**src/rtl/clksw_pkg.sv**
```systemverilog
package clksw_pkg;

    // Setup register layout
    typedef struct packed {
        logic       fast_rd;   // bit 7: fast read enable
        logic [1:0] rsvd;      // bits 6..5: always zero
        logic       clk_sel;   // bit 4: clock select
        logic [3:0] gen;       // bits 3..0: general setup bits
    } setup_t;

    typedef enum logic {
        SEQ_RUN  = 1'b0,
        SEQ_HALT = 1'b1
    } seq_state_t;

    localparam logic [7:0] CMD_RESTART = 8'h18;
    localparam logic       ADDR_SETUP  = 1'b0;
    localparam logic       ADDR_CMD    = 1'b1;

    // Turn raw write data into a setup value with the reserved bits cleared
    function automatic setup_t to_setup(input logic [7:0] d);
        setup_t s;
        s      = setup_t'(d);
        s.rsvd = 2'b00;
        return s;
    endfunction

    function automatic logic is_restart(input logic en, input logic addr,
                                        input logic [7:0] d);
        return en && (addr == ADDR_CMD) && (d == CMD_RESTART);
    endfunction

endpackage

```
**src/rtl/clksw_cfg_reg.sv**
```systemverilog
module clksw_cfg_reg
    import clksw_pkg::*;
(
    input  logic       clk,
    input  logic       rst,
    input  logic       wr_setup,
    input  logic [7:0] wr_data,
    output setup_t     setup_q,
    output logic       sel_used,
    output logic       sel_change
);
    setup_t incoming;
    setup_t next_val;

    always_comb begin
        incoming   = to_setup(wr_data);
        sel_change = wr_setup && !sel_used && (incoming.clk_sel != setup_q.clk_sel);
        next_val   = incoming;
        // Once the single change is spent, the select bit is frozen
        if (sel_used) next_val.clk_sel = setup_q.clk_sel;
    end

    always_ff @(posedge clk) begin
        if (rst) begin
            setup_q  <= '0;
            sel_used <= 1'b0;
        end else begin
            if (wr_setup)   setup_q  <= next_val;
            if (sel_change) sel_used <= 1'b1;
        end
    end
endmodule

```
**src/rtl/clksw_lock_timer.sv**
```systemverilog
module clksw_lock_timer #(
    parameter int LOCK_CYCLES = 400
) (
    input  logic clk,
    input  logic rst,
    input  logic start,
    output logic mult_pwr,
    output logic lock
);
    localparam int CW = (LOCK_CYCLES > 1) ? $clog2(LOCK_CYCLES) : 1;
    localparam logic [CW-1:0] LAST = CW'(LOCK_CYCLES - 1);

    logic [CW-1:0] cnt;

    always_ff @(posedge clk) begin
        if (rst) begin
            mult_pwr <= 1'b0;
            lock     <= 1'b0;
            cnt      <= '0;
        end else if (start) begin
            mult_pwr <= 1'b1;
            lock     <= 1'b0;
            cnt      <= '0;
        end else if (mult_pwr && !lock) begin
            if (cnt == LAST) lock <= 1'b1;
            else             cnt  <= cnt + 1'b1;
        end
    end
endmodule

```
**src/rtl/clksw_restart_fsm.sv**
```systemverilog
module clksw_restart_fsm
    import clksw_pkg::*;
(
    input  logic clk,
    input  logic rst,
    input  logic sel_change,
    input  logic restart_wr,
    input  logic lock,
    output logic core_run
);
    seq_state_t state;
    logic       pend;

    always_ff @(posedge clk) begin
        if (rst) begin
            state <= SEQ_RUN;
            pend  <= 1'b0;
        end else if (sel_change) begin
            state <= SEQ_HALT;
            pend  <= 1'b0;
        end else if (state == SEQ_HALT) begin
            if (lock && (pend || restart_wr)) begin
                state <= SEQ_RUN;
                pend  <= 1'b0;
            end else if (restart_wr) begin
                pend <= 1'b1;
            end
        end
    end

    assign core_run = (state == SEQ_RUN);
endmodule

```
**src/rtl/clk_rate_seq.sv**
```systemverilog
module clk_rate_seq
    import clksw_pkg::*;
#(
    parameter int LOCK_CYCLES = 400
) (
    input  logic       clk,
    input  logic       rst,
    input  logic       wr_en,
    input  logic       wr_addr,
    input  logic [7:0] wr_data,
    input  logic       bus_fast_in,
    output logic [7:0] setup_rd,
    output logic       fast_read_en,
    output logic       clk_sel,
    output logic       mult_pwr,
    output logic       lock,
    output logic       sel_used,
    output logic       core_run
);
    setup_t setup_q;
    logic   sel_change;
    logic   restart_wr;
    logic   wr_setup;

    assign wr_setup   = wr_en && (wr_addr == ADDR_SETUP);
    assign restart_wr = is_restart(wr_en, wr_addr, wr_data);

    clksw_cfg_reg u_cfg (
        .clk        (clk),
        .rst        (rst),
        .wr_setup   (wr_setup),
        .wr_data    (wr_data),
        .setup_q    (setup_q),
        .sel_used   (sel_used),
        .sel_change (sel_change)
    );

    clksw_lock_timer #(.LOCK_CYCLES(LOCK_CYCLES)) u_timer (
        .clk      (clk),
        .rst      (rst),
        .start    (sel_change),
        .mult_pwr (mult_pwr),
        .lock     (lock)
    );

    clksw_restart_fsm u_fsm (
        .clk        (clk),
        .rst        (rst),
        .sel_change (sel_change),
        .restart_wr (restart_wr),
        .lock       (lock),
        .core_run   (core_run)
    );

    assign setup_rd     = setup_q;
    assign clk_sel      = setup_q.clk_sel;
    assign fast_read_en = setup_q.fast_rd & bus_fast_in;
endmodule

```
**config.mk**
```make
export PLATFORM = sky130hd
export DESIGN_NAME = clk_rate_seq
export DESIGN_NICKNAME = d
export VERILOG_FILES = /design/src/rtl/clksw_pkg.sv /design/src/rtl/clksw_cfg_reg.sv /design/src/rtl/clksw_lock_timer.sv /design/src/rtl/clksw_restart_fsm.sv /design/src/rtl/clk_rate_seq.sv
export SDC_FILE = /design/constraint.sdc
export NUM_CORES = 1
export LEC_CHECK = 0
export ABC_AREA = 1
export BUFFER_PORTS_ARGS = -buffer_cell sky130_fd_sc_hd__buf_2
export CAP_MARGIN = 5
export CORE_MARGIN = 2
export CORE_UTILIZATION = 43
export CTS_BUF_LIST = sky130_fd_sc_hd__clkbuf_4
export DETAILED_ROUTE_END_ITERATION = 10
export GPL_TIMING_DRIVEN = 0
export PLACE_DENSITY = 0.67
export SYNTH_ARGS = -nofsm -noshare
export SYNTH_HDL_FRONTEND = slang
export SYNTH_SLANG_ARGS = --single-unit
```
**constraint.sdc**
```tcl
create_clock -name clk -period 2.06 [get_ports clk]
set_input_delay 0.309 -clock clk [delete_from_list [all_inputs] [get_ports clk]]
set_output_delay 0.309 -clock clk [all_outputs]
set_load 0.05 [all_outputs]
```
==> flow_metrics.tcl <==
set metrics [dict create \
    postLayoutCoreUtil_pct 54.9 \
    grt.overflow.total 0 \
    arrival_time_worst_endpoint_ns 1.07 \
    routed-via-count 1041 \
    weighted_congestion_reported_at_the_end_of_routability_driven_placement 0.842 \
    maxSlewViolCount 0 \
    dieArea_mm2 0.00288 \
    netSwitchingFraction_pct 31.3 \
    ys_ff_latch 19 \
    finalCritPeriodShare_pct 66.9 \
    place_hpwl_um 1750 \
    layout.cells.most_common_list "sky130_fd_sc_hd__nand2_1 (35), sky130_fd_sc_hd__inv_1 (27), sky130_fd_sc_hd__nor2_1 (26), sky130_fd_sc_hd__buf_2 (25), sky130_fd_sc_hd__dfxtp_1 (19)" \
    netlist_area_mm2 0.00106 \
    h_tree_level_count 1 \
    cp-start-kind "flop" \
    synthDistinctLibCells 22 \
    cts_tree "yes" \
    setup_slack_ns 0.682 \
    p_int_uw 515 \
    final-setup-viol-count 0 \
    root_buffer "sky130_fd_sc_hd__clkbuf_4" \
    max-vdd-ir-drop_mv 0.360 \
    synth.yosys.warnings 0 \
    grt_setup_unrepaired "no" \
    timing.fmax_mhz 726 \
    netlist_instances 165 \
    drc_errors 0 \
    switching_power_uw 235 \
    synth_sequential_area_ratio_pct 35.9 \
    final_setup_skew_ns 0.00505 \
    part_of_the_power_in_combinational_logic_pct 21.1 \
    hold_viol 0 \
    die_height_um 53.6 \
    clkSlewWorstSetupHoldPaths_ns 0.11 \
    synthToLayoutAreaGrowth_pct 17.8 \
    wire_length_of_the_first_global_routing_pass_um 3940 \
    detail_route.wirelength_um 2200 \
    design.core.area_mm2 0.00228 \
    grt_pass1_vias 975 \
    cts_inserted_buffers 3 \
    firstDrtPassIters 4 \
    initial_utilization_pct 46.6 \
    cts_setup_buffers 0 \
    number_of_buffers_added_on_ports 24 \
    cts_sinks 19 \
    io_pins 27 \
    run_status "finished, final reports clean" \
    min-delay-path-class "input pin to flop" \
    share_seq_of_total_power_pct 52.0 \
    worst_ep_required_time_ns 1.75 \
    cts-hold-fix-buffers 0 \
    max-clock-path-buffers 2 \
    antenna_found_initial 0 \
    power_density_mw_per_mm2 600 \
    leakage_nw 0.628 \
    critPathCaptureType "output port" \
    clkPwrFrac_pct 26.9 \
    clkLatencyLatePin_ns 0.29 \
    layout-drive-gt1-share_pct 21.6 \
    timing.max_cap.violations 0 \
    final_nets 209 \
    layout_commonest_cell "sky130_fd_sc_hd__nand2_1" \
    fin_setup_tns_ns 0 \
    routed_antenna_nets 0 \
    num_rows 17 \
    track_usage_pct 18.5 \
    finalCriticalPeriod_ns 1.38 \
    wire_per_inst_um 9.93 \
    fp.dieW_um 53.6 \
    detailedRoute.firstIterationViolations 13 \
    post_cts_resize_count 0 \
    critPathMaxFanout 4 \
    timing.setup.critical_path_class "flop to output port" \
    antenna-diode-count 0 \
    place_ws_ns 0.734 \
    maximum_number_of_pins_on_one_net_before_global_route_repair 11 \
    synthesis.area_per_instance_um2 6.42 \
    vias_per_cell 4.69 \
]
[power by group through the flow]
stage	combinational [mW]	clock, mW	sequential [mW]
floorplan	0.0873	0	0.429
global placement	0.156	0	0.398
detailed placement	0.158	0	0.398
CTS	0.159	0.206	0.390
global route	0.174	0.227	0.392
finish	0.158	0.202	0.390
[kinds of logic after synthesis]
| logic type | Yosys count | synth area share (%) |
|---|---|---|
| other cells | 1 | 0.354 |
| flops | 19 | 35.9 |
| xor+xnor | 1 | 0.827 |
| compound gates | 19 | 9.45 |
| fa+ha+maj | 1 | 1.18 |
| buf+inv | 33 | 13.6 |
| simple gates | 91 | 38.7 |
[layout make-up]
class                           instances  area, um2
Buffer                                  6       42.5
Multi-Input combinational cell        114        539
Fill cell                             226       1030
Clock buffer                            4       30.0
Sequential cell                        19        380
Timing Repair Buffer                   24        120
Inverter                               27        101
Tap cell                               28       35.0
[state kept, by name (all words and copies together) (netlist names)]
name / count
u_cfg.setup_q: 6
u_timer.cnt: 9
u_fsm.pend: 1
u_fsm.state: 1
u_timer.lock: 1
u_timer.mult_pwr: 1
[cell usage after synthesis, drive strengths merged]
| master | instances | area (um2) |
|---|---|---|
| nand3 | 17 | 85.1 |
| inv | 27 | 101 |
| or2 | 1 | 6.26 |
| a21oi | 11 | 58.8 |
| ha | 1 | 12.5 |
| a31oi | 1 | 6.26 |
| o21ai | 7 | 35.0 |
| nand2 | 38 | 160 |
| dfxtp | 19 | 380 |
| nor2 | 29 | 121 |
| buf | 6 | 42.5 |
| xor2 | 1 | 8.76 |
| conb | 1 | 3.75 |
| nand4 | 4 | 25.0 |
| nand3b | 1 | 7.51 |
| nor3 | 1 | 5.00 |
[per-stage QoR]
step | total power, mW | instances | area (um2) | hold slack (ns)
2_1_floorplan | 0.516 | 166 | 1060 | 0.378
3_3_place_gp | 0.554 | 218 | 1220 | 0.473
3_5_place_dp | 0.556 | 218 | 1220 | 0.487
4_1_cts | 0.755 | 222 | 1250 | 0.184
5_1_grt | 0.793 | 222 | 1250 | 0.188
6_report | 0.750 | 222 | 1250 | 0.187
[critical path: stages (launching register included)]
cell and delay, ns:
sky130_fd_sc_hd__dfxtp_1 0.40, sky130_fd_sc_hd__buf_4 0.13, sky130_fd_sc_hd__buf_2 0.25
[final timing paths]
kind | startpoint | endpoint | slack (ns) | depth (start not counted)
max | u_timer.mult_pwr | sel_used | 0.68 | 2
min reg2reg | u_fsm.state | u_fsm.state | 0.50 | 2
max reg2reg | u_timer.cnt[0] | u_timer.cnt[7] | 0.72 | 7
min | rst | u_timer.mult_pwr | 0.19 | 2
[per-layer routing]
metal	part of all wire, %	track usage, %
met5	0	0
met1	48	23.3
met2	47	31.5
met3	3.4	2.78
met4	1.7	7.69
(Power assumes the default switching activity.)
